### src/rtl/i2c_wr_pkg.sv
package i2c_wr_pkg;
  localparam int unsigned CTRL_W  = 5;
  localparam int unsigned C_IEN   = 0;
  localparam int unsigned C_TXI   = 1;
  localparam int unsigned C_START = 2;
  localparam int unsigned C_STOP  = 3;
  localparam int unsigned C_FLUSH = 4;

  typedef enum logic [2:0] {
    ST_IDLE,
    ST_START,
    ST_BIT,
    ST_WAIT,
    ST_HOLD,
    ST_STOP
  } eng_st_e;
endpackage

### src/rtl/i2c_wr_tick.sv
module i2c_wr_tick #(
  parameter int unsigned QDIV = 4
) (
  input  logic clk_i,
  input  logic rst_ni,
  output logic tick_o
);
  localparam int unsigned TW = (QDIV > 1) ? $clog2(QDIV) : 1;

  generate
    if (QDIV <= 1) begin : g_every
      assign tick_o = 1'b1;
    end else begin : g_count
      logic [TW-1:0] cnt_q;
      assign tick_o = (cnt_q == TW'(QDIV - 1));
      always_ff @(posedge clk_i or negedge rst_ni) begin
        if (!rst_ni)     cnt_q <= '0;
        else if (tick_o) cnt_q <= '0;
        else             cnt_q <= cnt_q + TW'(1);
      end
    end
  endgenerate
endmodule

### src/rtl/i2c_wr_regs.sv
module i2c_wr_regs
  import i2c_wr_pkg::*;
#(
  parameter int unsigned DW = 8
) (
  input  logic              clk_i,
  input  logic              rst_ni,
  input  logic              ctrl_we_i,
  input  logic [CTRL_W-1:0] ctrl_wdata_i,
  input  logic              data_we_i,
  input  logic [DW-1:0]     data_wdata_i,
  input  logic              start_taken_i,
  input  logic              first_bit_i,
  input  logic              ack_p_i,
  input  logic              nack_p_i,
  input  logic              stop_done_i,
  output logic [CTRL_W-1:0] ctrl_o,
  output logic [DW-1:0]     data_o,
  output logic              tdre_o,
  output logic              ack_o,
  output logic              nacki_o,
  output logic              irq_o
);
  logic [CTRL_W-1:0] ctrl_q, ctrl_d;
  logic [DW-1:0]     data_q;
  logic              tdre_q, ack_q, nacki_q;
  logic              flush_w;

  assign flush_w = ctrl_we_i & ctrl_wdata_i[C_FLUSH];

  always_comb begin
    ctrl_d = ctrl_we_i ? ctrl_wdata_i : ctrl_q;
    if (start_taken_i) ctrl_d[C_START] = 1'b0;
    if (stop_done_i)   ctrl_d[C_STOP]  = 1'b0;
    ctrl_d[C_FLUSH] = 1'b0;  // strobe only
  end

  always_ff @(posedge clk_i or negedge rst_ni) begin
    if (!rst_ni) begin
      ctrl_q  <= '0;
      data_q  <= '0;
      tdre_q  <= 1'b1;
      ack_q   <= 1'b0;
      nacki_q <= 1'b0;
    end else begin
      ctrl_q <= ctrl_d;
      if (flush_w || first_bit_i) tdre_q <= 1'b1;
      else if (data_we_i && tdre_q) tdre_q <= 1'b0;
      if (data_we_i && tdre_q) data_q <= data_wdata_i;
      if (ack_p_i)       ack_q <= 1'b1;
      else if (nack_p_i) ack_q <= 1'b0;
      if (nack_p_i)         nacki_q <= 1'b1;
      else if (stop_done_i) nacki_q <= 1'b0;
    end
  end

  assign ctrl_o  = ctrl_q;
  assign data_o  = data_q;
  assign tdre_o  = tdre_q;
  assign ack_o   = ack_q;
  assign nacki_o = nacki_q;
  assign irq_o   = ctrl_q[C_IEN] & ((ctrl_q[C_TXI] & tdre_q) | nacki_q);

  AST_DATA_LOCKED: assert property (@(posedge clk_i) disable iff (!rst_ni)
    (data_we_i && !tdre_q) |=> $stable(data_q));
  AST_NACK_ACK_EXCL: assert property (@(posedge clk_i) disable iff (!rst_ni)
    nacki_q |-> !ack_q);
  AST_FLUSH_EMPTIES: assert property (@(posedge clk_i) disable iff (!rst_ni)
    flush_w |=> tdre_q);
  AST_NACKI_CLEAR: assert property (@(posedge clk_i) disable iff (!rst_ni)
    $fell(nacki_q) |-> $past(stop_done_i));
endmodule

### src/rtl/i2c_wr_engine.sv
module i2c_wr_engine
  import i2c_wr_pkg::*;
#(
  parameter int unsigned DW = 8
) (
  input  logic          clk_i,
  input  logic          rst_ni,
  input  logic          tick_i,
  input  logic          go_i,
  input  logic          stop_req_i,
  input  logic          data_valid_i,
  input  logic [DW-1:0] data_i,
  input  logic          sda_i,
  output logic          scl_o,
  output logic          sda_oe_o,
  output logic          start_taken_o,
  output logic          first_bit_o,
  output logic          ack_p_o,
  output logic          nack_p_o,
  output logic          stop_done_o
);
  localparam int unsigned   CW       = $clog2(DW + 1);
  localparam logic [CW-1:0] ACK_SLOT = CW'(DW);

  eng_st_e       st_q;
  logic [1:0]    q_q;
  logic [CW-1:0] bit_q;
  logic [DW-1:0] sh_q;
  logic          smp_q, scl_q, sda_oe_q;
  logic          end_bit, end_ack;

  assign end_bit       = tick_i && (st_q == ST_BIT) && (q_q == 2'd3);
  assign end_ack       = end_bit && (bit_q == ACK_SLOT);
  assign start_taken_o = tick_i && (st_q == ST_IDLE) && go_i && data_valid_i;
  assign first_bit_o   = end_bit && (bit_q == '0);
  assign ack_p_o       = end_ack && !smp_q;
  assign nack_p_o      = end_ack && smp_q;
  assign stop_done_o   = tick_i && (st_q == ST_STOP) && (q_q == 2'd3);

  always_ff @(posedge clk_i or negedge rst_ni) begin
    if (!rst_ni) begin
      st_q     <= ST_IDLE;
      q_q      <= '0;
      bit_q    <= '0;
      sh_q     <= '0;
      smp_q    <= 1'b1;
      scl_q    <= 1'b1;
      sda_oe_q <= 1'b0;
    end else if (tick_i) begin
      unique case (st_q)
        ST_IDLE: begin
          q_q      <= '0;
          scl_q    <= 1'b1;
          sda_oe_q <= 1'b0;
          if (go_i && data_valid_i) st_q <= ST_START;
        end
        ST_START: begin
          q_q <= q_q + 2'd1;
          if (q_q == 2'd0) sda_oe_q <= 1'b1;  // SDA falls, SCL high
          if (q_q == 2'd3) begin
            scl_q <= 1'b0;
            st_q  <= ST_BIT;
            bit_q <= '0;
            sh_q  <= data_i;
          end
        end
        ST_BIT: begin
          q_q <= q_q + 2'd1;
          unique case (q_q)
            2'd0: sda_oe_q <= (bit_q != ACK_SLOT) ? !sh_q[DW-1] : 1'b0;
            2'd1: scl_q <= 1'b1;
            2'd2: smp_q <= sda_i;
            default: begin
              scl_q <= 1'b0;
              if (bit_q != ACK_SLOT) begin
                sh_q  <= {sh_q[DW-2:0], 1'b0};
                bit_q <= bit_q + CW'(1);
              end else if (smp_q) begin
                st_q <= ST_HOLD;
              end else if (data_valid_i) begin
                sh_q  <= data_i;
                bit_q <= '0;
              end else if (stop_req_i) begin
                st_q <= ST_STOP;
              end else begin
                st_q <= ST_WAIT;
              end
            end
          endcase
        end
        ST_WAIT: begin
          q_q <= '0;
          if (data_valid_i) begin
            st_q  <= ST_BIT;
            sh_q  <= data_i;
            bit_q <= '0;
          end else if (stop_req_i) begin
            st_q <= ST_STOP;
          end
        end
        ST_HOLD: begin
          q_q <= '0;
          if (stop_req_i) st_q <= ST_STOP;
        end
        ST_STOP: begin
          q_q <= q_q + 2'd1;
          if (q_q == 2'd0) sda_oe_q <= 1'b1;
          if (q_q == 2'd1) scl_q <= 1'b1;
          if (q_q == 2'd3) begin
            sda_oe_q <= 1'b0;  // SDA rises, SCL high
            st_q     <= ST_IDLE;
          end
        end
        default: st_q <= ST_IDLE;
      endcase
    end
  end

  assign scl_o    = scl_q;
  assign sda_oe_o = sda_oe_q;

  AST_SDA_EDGE_SCL_LOW: assert property (@(posedge clk_i) disable iff (!rst_ni)
    (scl_q && $past(scl_q) && (sda_oe_q != $past(sda_oe_q)))
      |-> ($past(st_q) == ST_START || $past(st_q) == ST_STOP));
  AST_IDLE_BUS_FREE: assert property (@(posedge clk_i) disable iff (!rst_ni)
    (st_q == ST_IDLE) |-> (scl_q && !sda_oe_q));
  AST_HOLD_NO_CLOCK: assert property (@(posedge clk_i) disable iff (!rst_ni)
    (st_q == ST_HOLD) |-> !scl_q);
  AST_HOLD_EXIT: assert property (@(posedge clk_i) disable iff (!rst_ni)
    (st_q == ST_HOLD) |=> (st_q == ST_HOLD || st_q == ST_STOP));
  AST_START_NEEDS_DATA: assert property (@(posedge clk_i) disable iff (!rst_ni)
    (st_q == ST_START && $past(st_q) == ST_IDLE) |-> $past(go_i && data_valid_i));
  AST_STOP_WHEN_EMPTY: assert property (@(posedge clk_i) disable iff (!rst_ni)
    (st_q == ST_STOP && $past(st_q) != ST_STOP && $past(st_q) != ST_HOLD)
      |-> $past(stop_req_i && !data_valid_i));
endmodule

### src/rtl/i2c_wr_master.sv
module i2c_wr_master
  import i2c_wr_pkg::*;
#(
  parameter int unsigned QDIV = 4,
  parameter int unsigned DW   = 8
) (
  input  logic              clk_i,
  input  logic              rst_ni,
  input  logic              ctrl_we_i,
  input  logic [CTRL_W-1:0] ctrl_wdata_i,
  input  logic              data_we_i,
  input  logic [DW-1:0]     data_wdata_i,
  output logic [CTRL_W-1:0] ctrl_o,
  output logic              tdre_o,
  output logic              ack_o,
  output logic              nacki_o,
  output logic              irq_o,
  output logic              scl_o,
  output logic              sda_oe_o,
  input  logic              sda_i
);
  logic          tick;
  logic [DW-1:0] hold_data;
  logic          start_taken, first_bit, ack_p, nack_p, stop_done;

  i2c_wr_tick #(.QDIV(QDIV)) u_tick (
    .clk_i  (clk_i),
    .rst_ni (rst_ni),
    .tick_o (tick)
  );

  i2c_wr_regs #(.DW(DW)) u_regs (
    .clk_i         (clk_i),
    .rst_ni        (rst_ni),
    .ctrl_we_i     (ctrl_we_i),
    .ctrl_wdata_i  (ctrl_wdata_i),
    .data_we_i     (data_we_i),
    .data_wdata_i  (data_wdata_i),
    .start_taken_i (start_taken),
    .first_bit_i   (first_bit),
    .ack_p_i       (ack_p),
    .nack_p_i      (nack_p),
    .stop_done_i   (stop_done),
    .ctrl_o        (ctrl_o),
    .data_o        (hold_data),
    .tdre_o        (tdre_o),
    .ack_o         (ack_o),
    .nacki_o       (nacki_o),
    .irq_o         (irq_o)
  );

  i2c_wr_engine #(.DW(DW)) u_engine (
    .clk_i         (clk_i),
    .rst_ni        (rst_ni),
    .tick_i        (tick),
    .go_i          (ctrl_o[C_START]),
    .stop_req_i    (ctrl_o[C_STOP]),
    .data_valid_i  (!tdre_o),
    .data_i        (hold_data),
    .sda_i         (sda_i),
    .scl_o         (scl_o),
    .sda_oe_o      (sda_oe_o),
    .start_taken_o (start_taken),
    .first_bit_o   (first_bit),
    .ack_p_o       (ack_p),
    .nack_p_o      (nack_p),
    .stop_done_o   (stop_done)
  );
endmodule

### config.mk
export PLATFORM = sky130hd
export DESIGN_NAME = i2c_wr_master
export DESIGN_NICKNAME = d
export VERILOG_FILES = /design/src/rtl/i2c_wr_pkg.sv /design/src/rtl/i2c_wr_tick.sv /design/src/rtl/i2c_wr_regs.sv /design/src/rtl/i2c_wr_engine.sv /design/src/rtl/i2c_wr_master.sv
export SDC_FILE = /design/constraint.sdc
export NUM_CORES = 1
export LEC_CHECK = 0
export BUFFER_PORTS_ARGS = -buffer_cell sky130_fd_sc_hd__buf_2
export CAP_MARGIN = 25
export CORE_UTILIZATION = 25
export CTS_BUF_LIST = sky130_fd_sc_hd__clkbuf_8
export DETAILED_ROUTE_END_ITERATION = 8
export SETUP_SLACK_MARGIN = 0.5
export SLEW_MARGIN = 20
export SYNTH_ARGS = -nofsm -noshare
export SYNTH_HDL_FRONTEND = slang
export SYNTH_SLANG_ARGS = --single-unit
### constraint.sdc
create_clock -name clk_i -period 2.3 [get_ports clk_i]
set_input_delay 0.23 -clock clk_i [delete_from_list [all_inputs] [get_ports clk_i]]
set_output_delay 0.23 -clock clk_i [all_outputs]
set_load 0.02 [all_outputs]
==> out/summary.txt, run 1 <==
Overall Global Routing Usage: 10.98%
Cell Pwr Density: 976.2 nW/um2
First-pass DRT Iterations: 4
Combinational Power Share: 33.1%
Seq pwr share: 41.9%
Max_cap viols: 0
H-tree levels: 2
Die Y: 92.10 um
Clk_skew: 10.11 ps
Slowest CP cell: dfrtp_1
Crit Path Class: register to register
Final Max Slew Viols: 0
Setup ws final: 527.5 ps
Area delta synth->final: 19.91%
Vias/cell: 4.969
CP Launch Type: register
Yosys cell types: 52
Initial antenna violation count: 0
DR WL/cell: 13.58 um
FF+latch count, synth: 37
Pre-CTS setup slack: 418.3 ps
WHS: 21.22 ps
Clock sink count: 37
Worst-path clk slew: 80 ps
Clock latency on the worst-skew pair: 300 ps
Area leader, netlist: dfrtp_1
I/O pin cnt: 29
Synth top area share: 41.92%
Vias in the first global route: 1533
Slew HR: 45.92%
Pint: 1542 uW
Critical Path RT: 2490 ps
Initial core utilization: 25.99%
Leakage: 0.001064 uW
Status: completed
FMAX: 564.2 MHz
CP max stage delay: 380 ps
Cells after synthesis: 191
YS warnings: 0
Row count: 32
Final setup violation count: 0
First-pass GRT wire length: 7376 um
CTS tree: done
DRC violations left: 0
CP Depth: 6
Nets: 247
Remaining Overflow, GRT: 0
Remaining antenna violation count after routing: 0
Hold Vio Cnt, Final: 0
DPL Wire Length: 3096 um
Worst-Margin Slew: 811.2 ps
DIE WIDTH: 92.10 um
Largest net degree at the start of global routing: 38
Peak VDD IR: 0.3313 mV
Fill cells: 818
Share of layout cells above drive strength 1: 33.63%
Highest net fanout along the worst path: 4
Cell count of the worst reg-to-reg path: 6
Commonest non-fill, non-tap cell in the layout: dfrtp_1
Setup TNS: 0 ps
Post-CTS Hold Fix Bufs: 0
Max clock buf depth: 2
# port buffers: 27
Die ar.: 8482 um2
Final worst path period share: 77.06%
Inserted Clock Buffers: 5
EDFF count, synth: 0
Clock network power share: 25.0%
RSZ-0062 raised after global routing: true
Root Driver: clkbuf_8
Commonest register cell after synthesis: dfrtp_1
Critical path cell sequence: inv_1, ha_2, nand3b_1, a221o_1, a21o_1, mux2_4
Min cycle time layout: 1772 ps
Gpl congestion: 0.8289
Syn avg cell area: 10.63 um2
First DRT Iteration DRCs: 107
Critical path buffers and inverters: 1
Via count: 1615
Switching power: 833.4 uW
Detailed Route WL: 4415 um
Core area: 7807 um2
Fraction of power spent switching nets: 35.08%
Largest cells by area after synthesis: dfrtp_1, mux2_2, ha_1
Sequential element share of the synthesized area: 45.81%
Min-Delay Path Class: input port to async pin
Diode count: 0
Synthesized area: 2029 um2
CP top delay family: compound AO/OA/AOI/OAI gates
Syn nets: 216
Async S/R FF share, synth: 100.0%
Leading cell types in the layout, fill and taps excluded: dfrtp_1, buf_2, mux2_2
Worst EP arrival: 1960 ps
Crit end category: register
## routing by layer
metal | vias to the layer above | GRT usage [%] | wire length, um
met5 | - | 0 | 0
met4 | 0 | 2.734 | 42
met2 | 55 | 16.79 | 1978
li1 | 749 | - | -
met1 | 805 | 14.94 | 2118
met3 | 6 | 3.566 | 275
## synthesized netlist by cell type (3+ instances only)
master and count:
nand2_1 10, buf_6 4, a31oi_1 4, buf_4 3
a22oi_1 3, ha_1 7, mux2_2 13, nand3_1 4
a21oi_1 8, dfrtp_1 34, and2_1 9, nor2_1 8
dfstp_2 3, clkbuf_1 5, a221o_1 8, inv_1 11
o21ai_0 11, nor2b_1 7
## final timing paths
| check | from | end | slack [ps] |
|---|---|---|---|
| max | u_engine.bit_q[0]$_DFFE_PN0P_ | u_engine.st_q[1]$_DFFE_PN0P_ | 530 |
| min | rst_ni | u_engine.q_q[1]$_DFFE_PN0P_ | 20 |
| max reg2reg | u_engine.bit_q[0]$_DFFE_PN0P_ | u_engine.st_q[1]$_DFFE_PN0P_ | 530 |
| min reg2reg | u_tick.g_count.cnt_q[0]$_DFF_PN0_ | u_tick.g_count.cnt_q[0]$_DFF_PN0_ | 430 |
| max in group asynchronous | rst_ni | u_engine.q_q[0]$_DFFE_PN0P_ | 1730 |
| min in group clk_i | data_wdata_i[0] | u_regs.data_o[0]$_DFFE_PN0P_ | 160 |
## per-stage QoR
step	power [uW]	instance area [um2]	instances	utilization [%]
global route	2542	2434	325	31.17
CTS	2369	2384	321	30.53
detailed placement	1744	2236	311	28.64
finish	2376	2434	325	31.17
floorplan	1533	2038	191	-
global placement	1737	2236	311	28.64
## cell type report
type / instances / area (um2) / share of cell area (%)
multi-input cells: 129 / 983.4 / 40.41
inverters: 11 / 41.29 / 1.697
clock buffers: 6 / 82.58 / 3.393
repair buffers: 38 / 230.2 / 9.460
well taps: 102 / 127.6 / 5.244
clock inverters: 2 / 37.54 / 1.542
flip-flops and latches: 37 / 930.9 / 38.25
## flip-flops by register name, indices dropped and copies added (netlist names), 2 cells and up
name	cells
u_regs.ctrl_o	4
u_regs.data_o	8
u_engine.sh_q	8
u_tick.g_count.cnt_q	2
u_engine.st_q	3
u_engine.q_q	2
u_engine.bit_q	4
## logic make-up after synthesis
family,after synthesis,share of synthesized area (%)
AND/OR/NAND/NOR,53,15.29
AO/OA/AOI/OAI,52,18.80
flip-flops,37,45.81
buffers and inverters,25,6.782
multiplexers,15,8.261
adder cells (fa/ha/maj),8,4.870
other,1,0.1848
## worst register-to-register path, stage by stage (launching register included)
cell and delay (ps):
dfrtp_1 380, inv_1 70, ha_2 190, nand3b_1 160
a221o_1 370, a21o_1 200, mux2_4 300
## repair_timing
action,CTS,global route
cloned,0,0
hold endpoints to repair,0,0
buffers inserted,2,4
resized for setup,3,3
setup endpoints to repair,10,11
pin swaps,0,3
## power groups by stage
stage | Clock, uW | Sequential, uW | Combinational, uW
global route | 649 | 1020 | 872
finish | 594 | 995 | 787
detailed placement | 0 | 1000 | 742
CTS | 610 | 994 | 765
floorplan | 0 | 946 | 587
global placement | 0 | 1000 | 736
Power figures use the tool's default switching activity.
==> run 2, diff against run 1 <==
clock period = 1.55 ns   (was 2.3 ns; I/O delays follow)
==> run 2 against run 1 <==
Effect of this change: the run now ends with negative setup slack left; utilization is 7.1 points higher; via count is 5.3% higher; worst setup slack worse by 690 ps; register-to-register slack worse by 690 ps; die area stayed put; combinational power is 150% higher; sequential share of layout area is 7.1 points lower; sequential power is 46% higher; global-route usage is 2.2 points higher; total power is 80% higher; final area is 23% higher; critical endpoint unchanged.
==> out/summary.txt, run 2 (synthesis results as in run 1) <==
Vias/cell: 4.738 (was 4.969)
Gpl congestion: 0.8604 (was 0.8289)
H-tree levels: 2 (unchanged)
Inserted Clock Buffers: 5 (unchanged)
DRC violations left: 0 (unchanged)
CP Launch Type: register (unchanged)
Area delta synth->final: 47.04% (was 19.91%)
Critical path cell sequence: inv_1, ha_2, nand3b_1, a221o_1, a21o_1, mux2_1 (was inv_1, ha_2, nand3b_1, a221o_1, a21o_1, mux2_4)
Initial core utilization: 25.99% (unchanged)
Max_cap viols: 0 (unchanged)
Via count: 1701 (was 1615)
Violated checks: negative setup slack
Diode count: 0 (unchanged)
Critical path buffers and inverters: 1 (unchanged)
Peak VDD IR: 0.4602 mV (was 0.3313 mV)
Die ar.: 8482 um2 (unchanged)
Crit end category: register (unchanged)
Commonest non-fill, non-tap cell in the layout: dfrtp_1 (unchanged)
Min-Delay Path Class: input port to register (was input port to async pin)
DPL Wire Length: 3504 um (was 3096 um)
Slowest CP cell: dfrtp_1 (unchanged)
Initial antenna violation count: 0 (unchanged)
Routed length on met3: 201 um (was 275 um)
Largest net degree at the start of global routing: 38 (unchanged)
Core area: 7807 um2 (unchanged)
Final Max Slew Viols: 0 (unchanged)
Overall Global Routing Usage: 13.20% (was 10.98%)
FMAX: 583.4 MHz (was 564.2 MHz)
Final setup violation count: 15 (was 0)
Placed Area: 2496 um2 (was 2236 um2)
I/O pin cnt: 29 (unchanged)
Highest net fanout along the worst path: 3 (was 4)
Uppermost layer routed: met4 (unchanged)
Die Y: 92.10 um (unchanged)
FF/Latch Area: 930.9 um2 (unchanged)
Detailed Route WL: 5113 um (was 4415 um)
Setup ws final: -164.2 ps (was 527.5 ps)
Hold Vio Cnt, Final: 0 (unchanged)
Cell Pwr Density: 1437 nW/um2 (was 976.2 nW/um2)
Clock latency on the worst-skew pair: 300 ps (about the same)
First-pass DRT Iterations: 4 (unchanged)
Leading cell types in the layout, fill and taps excluded: dfrtp_1, buf_4, buf_6 (was dfrtp_1, buf_2, mux2_2)
Design Area, Final: 2984 um2 (was 2434 um2)
Max clock buf depth: 2 (unchanged)
Multi-input gate area in the final layout: 1180 um2 (was 983.4 um2)
DIE WIDTH: 92.10 um (unchanged)
Row count: 32 (unchanged)
Share of layout cells above drive strength 1: 54.47% (was 33.63%)
Remaining antenna violation count after routing: 0 (unchanged)
Nets: 281 (was 247)
Worst EP arrival: 1890 ps (was 1960 ps)
Vias in the first global route: 1783 (was 1533)
# port buffers: 27 (unchanged)
Clock sink count: 37 (unchanged)
CP max stage delay: 380 ps (about the same)
Total chip power: 4287 uW (was 2376 uW)
Min cycle time layout: 1714 ps (was 1772 ps)
Clk_skew: 3.483 ps (was 10.11 ps)
Root Driver: clkbuf_8 (unchanged)
WL met1: 2393 um (was 2118 um)
Post-route core utilization: 38.22% (was 31.17%)
DR WL/cell: 14.24 um (was 13.58 um)
Crit Path Class: register to register (unchanged)
Status: complete, but fails checks (was completed)
First DRT Iteration DRCs: 105 (was 107)
Remaining Overflow, GRT: 0 (unchanged)
Leakage: 0.001329 uW (was 0.001064 uW)
Worst-path clk slew: 80 ps (about the same)
Final worst path period share: 110.6% (was 77.06%)
DR WL met2: 2396 um (was 1978 um)
Fill cells: 761 (was 818)
Critical Path RT: 1730 ps (was 2490 ps)
RSZ-0062 raised after global routing: true (unchanged)
CTS tree: done (unchanged)
CP top delay family: compound AO/OA/AOI/OAI gates (unchanged)
First-pass GRT wire length: 8742 um (was 7376 um)
run 2: cell types whose count changed in the layout (fill, tap and decap cells not counted), moves of 4 or more:
cell    delta
and2_1     -5
and2_4     +5
buf_2      -7
buf_4     +19
buf_6     +21
ha_1       -4
mux2_2     -9
mux2_4     +8
run 2: what timing repair did:
action	4_1_cts	5_1_grt
pin swaps	17	1
hold buffers	1	0
gates cloned	0	0
buffers inserted	8	0
setup endpoints to repair	37	40
hold endpoints to repair	34	0
resized for setup	68	12
run 2: metrics by stage:
stage          hold WS (ps)  setup TNS [ps]  setup WS (ps)  instances
6_report              84.24           -1151         -164.2        359
5_1_grt               76.46           -2550         -244.7        359
4_1_cts               79.21           -1100         -145.2        359
3_5_place_dp          244.2           -1772         -210.9        342
3_3_place_gp          237.8           -1157         -148.4        342
2_1_floorplan        -140.6           -2187         -240.2        191
run 2: worst paths after layout:
check	startpoint	end	slack, ps	depth (start not counted)
min	ctrl_wdata_i[1]	u_regs.ctrl_o[1]$_DFFE_PN0P_	80	2
max reg2reg	u_engine.bit_q[0]$_DFFE_PN0P_	u_engine.st_q[1]$_DFFE_PN0P_	-160	6
min reg2reg	u_tick.g_count.cnt_q[0]$_DFF_PN0_	u_tick.g_count.cnt_q[0]$_DFF_PN0_	440	1
max	u_engine.bit_q[0]$_DFFE_PN0P_	u_engine.st_q[1]$_DFFE_PN0P_	-160	6
max in group asynchronous	rst_ni	u_engine.scl_o$_DFFE_PN1P_	760	3
min in group asynchronous	rst_ni	u_engine.q_q[0]$_DFFE_PN0P_	420	3
run 2: metal layers:
layer / GRT usage (%) / up-vias
li1: - / 823
met1: 17.54 / 832
met2: 20.58 / 33
met3: 3.151 / 13
met4: 5.208 / 0
met5: 0 / -
run 2: worst register-to-register path, stage by stage, from the launching register on:
cell and delay, ps:
dfrtp_1 380, inv_1 60, ha_2 170, nand3b_1 150
a221o_1 340, a21o_1 180, mux2_1 310
run 2: power breakdown:
group	internal [uW]	switching, uW
clock network	523	376
logic	1030	902
registers	1230	226
total	2780	1500
run 2: layout make-up:
type                    instances  area share (%)
clock buffers                   6           2.767
well taps                     102           4.277
flip-flops and latches         37           31.19
clock inverters                 2           1.258
multi-input cells             129           39.54
repair buffers                 72           19.41
inverters                      11           1.551
==> run 3, diff against run 2 <==
CORE_UTILIZATION = 52   (was 25)
PLACE_DENSITY = 0.76   (was not set)
==> run 3 against run 2 <==
Effect of this change: the run still ends with negative setup slack left; total power decreased by 5.7%; via count grew 4.8%; utilization increased by 36 points; non-clock buffer count is 4 lower; critical path type unchanged.
==> out/summary.txt, run 3 (synthesis results as in run 1) <==
Design Area, Final: 2750 um2 (was 2984 um2)
Worst EP arrival: 1930 ps (was 1890 ps)
CP Launch Type: register (unchanged)
DRC violations left: 0 (unchanged)
Placed Area: 2399 um2 (was 2496 um2)
Vias in the first global route: 1739 (was 1783)
Clock latency on the worst-skew pair: 300 ps (about the same)
Min-Delay Path Class: input port to register (unchanged)
# port buffers: 27 (unchanged)
Max_cap viols: 0 (unchanged)
Leakage: 0.001273 uW (was 0.001329 uW)
Critical path cell sequence: inv_1, ha_2, nand3b_1, a221o_1, a21o_1, mux2_1 (unchanged)
Die ar.: 4156 um2 (was 8482 um2)
DIE WIDTH: 64.47 um (was 92.10 um)
Pre-CTS setup slack: -187.5 ps (was -210.9 ps)
Setup ws final: -202.4 ps (was -164.2 ps)
Diode count: 0 (unchanged)
Overall Global Routing Usage: 27.49% (was 13.20%)
CTS tree: done (unchanged)
Initial core utilization: 55.02% (was 25.99%)
Core area: 3689 um2 (was 7807 um2)
First-pass DRT Iterations: 5 (was 4)
Remaining Overflow, GRT: 0 (unchanged)
Max clock buf depth: 2 (unchanged)
DPL Wire Length: 3478 um (was 3504 um)
Initial antenna violation count: 0 (unchanged)
CP max stage delay: 400 ps (was 380 ps)
Leading cell types in the layout, fill and taps excluded: buf_4, dfrtp_1, buf_2 (was dfrtp_1, buf_4, buf_6)
Slowest CP cell: dfrtp_1 (unchanged)
Row count: 22 (was 32)
Remaining antenna violation count after routing: 0 (unchanged)
First DRT Iteration DRCs: 122 (was 105)
Cell Pwr Density: 1470 nW/um2 (was 1437 nW/um2)
Final worst path period share: 113.1% (was 110.6%)
Peak VDD IR: 1.013 mV (was 0.4602 mV)
Hold Vio Cnt, Final: 0 (unchanged)
Clock sink count: 37 (unchanged)
DP Cell Count: 284 (was 342)
RSZ-0062 raised after global routing: true (unchanged)
H-tree levels: 2 (unchanged)
Clk_skew: 6.075 ps (was 3.483 ps)
Gpl congestion: 0.9377 (was 0.8604)
Final Max Slew Viols: 0 (unchanged)
Die Y: 64.47 um (was 92.10 um)
Crit end category: register (unchanged)
Min cycle time layout: 1752 ps (was 1714 ps)
Inserted Clock Buffers: 5 (unchanged)
Share of layout cells above drive strength 1: 49.01% (was 54.47%)
Worst-path clk slew: 80 ps (about the same)
WHS: 88.53 ps (was 84.24 ps)
Area delta synth->final: 35.51% (was 47.04%)
I/O pin cnt: 29 (unchanged)
Crit Path Class: register to register (unchanged)
Violated checks: negative setup slack (unchanged)
Final setup violation count: 15 (unchanged)
Fill cells: 264 (was 761)
Highest net fanout along the worst path: 4 (was 3)
Detailed Route WL: 5176 um (was 5113 um)
Status: complete, but fails checks (unchanged)
Largest net degree at the start of global routing: 38 (unchanged)
First-pass GRT wire length: 8487 um (was 8742 um)
DR WL/cell: 17.20 um (was 14.24 um)
Vias/cell: 5.924 (was 4.738)
Nets: 277 (was 281)
Register-to-Register Setup Slack: -200 ps (was -160 ps)
FMAX: 570.6 MHz (was 583.4 MHz)
Critical Path RT: 1720 ps (was 1730 ps)
Fin cells: 301 (was 359)
Root Driver: clkbuf_8 (unchanged)
Via count: 1783 (was 1701)
run 3: changes by cell type in the layout (fill, tap and decap cells not counted), sizes merged:
| cell | previous run | this run |
|---|---|---|
| clkinv | 0 | 1 |
| buf | 71 | 67 |
| clkbuf | 6 | 5 |
run 3: cell type report:
type	instances	area, um2	area share [%]
clock buffers	5	68.82	2.502
inverters	11	46.29	1.683
well taps	48	60.06	2.184
clock inverters	3	46.29	1.683
flip-flops and latches	37	929.6	33.80
multi-input cells	129	1106	40.22
repair buffers	68	493.0	17.93
run 3: path summary, 6_finish.rpt:
check / endpoint / startpoint / cells after the start
max: u_engine.st_q[1]$_DFFE_PN0P_ / u_engine.bit_q[1]$_DFFE_PN0P_ / 6
min: u_regs.data_o[1]$_DFFE_PN0P_ / data_wdata_i[1] / 2
max reg2reg: u_engine.st_q[1]$_DFFE_PN0P_ / u_engine.bit_q[1]$_DFFE_PN0P_ / 6
min reg2reg: u_tick.g_count.cnt_q[0]$_DFF_PN0_ / u_tick.g_count.cnt_q[0]$_DFF_PN0_ / 1
max in group asynchronous: u_engine.smp_q$_DFFE_PN1P_ / rst_ni / 3
min in group asynchronous: u_regs.ctrl_o[2]$_DFFE_PN0P_ / rst_ni / 3
run 3: through the flow:
stage | TNS (ps) | total power (uW) | util (%)
6_report | -2024 | 4043 | 74.56
5_1_grt | -2825 | 4242 | 74.56
4_1_cts | -1481 | 3974 | 73.34
3_5_place_dp | -1634 | 2918 | 65.03
3_3_place_gp | -1091 | 2815 | 65.03
2_1_floorplan | -2187 | 2319 | -
run 3: critical path, delay by kind of cell, from the launching register on:
family | cells | cell delay [ps]
AOI/OAI and AO/OA | 2 | 510
buffers and inverters | 1 | 70
and+or+nand+nor | 1 | 150
DFF | 1 | 400
adders and majority gates | 1 | 170
muxes | 1 | 320
run 3: timing repair:
action / in CTS / in global routing
pin swaps: 6 / 4
resized for setup: 42 / 7
hold endpoints to repair: 34 / 0
hold buffers: 1 / 0
cloned: 0 / 1
setup endpoints to repair: 37 / 38
setup buffers: 5 / 2
run 3: power by group:
part / leakage [uW] / internal (uW) / switching, uW / total, uW
combinational: 0.000759 / 884 / 877 / 1760
sequential: 0.000460 / 1220 / 207 / 1430
clock: 0.0000543 / 482 / 371 / 853
total: 0.00127 / 2590 / 1460 / 4040
run 3: per-layer routing:
metal / track usage (%) / vias to the layer above / share of wire [%] / routed length [um]
li1: - / 820 / - / -
met1: 34.53 / 879 / 41 / 2135
met2: 47.11 / 74 / 52 / 2683
met3: 4.930 / 10 / 5.2 / 267
met4: 10.28 / 0 / 1.7 / 89
met5: 0 / - / 0 / 0
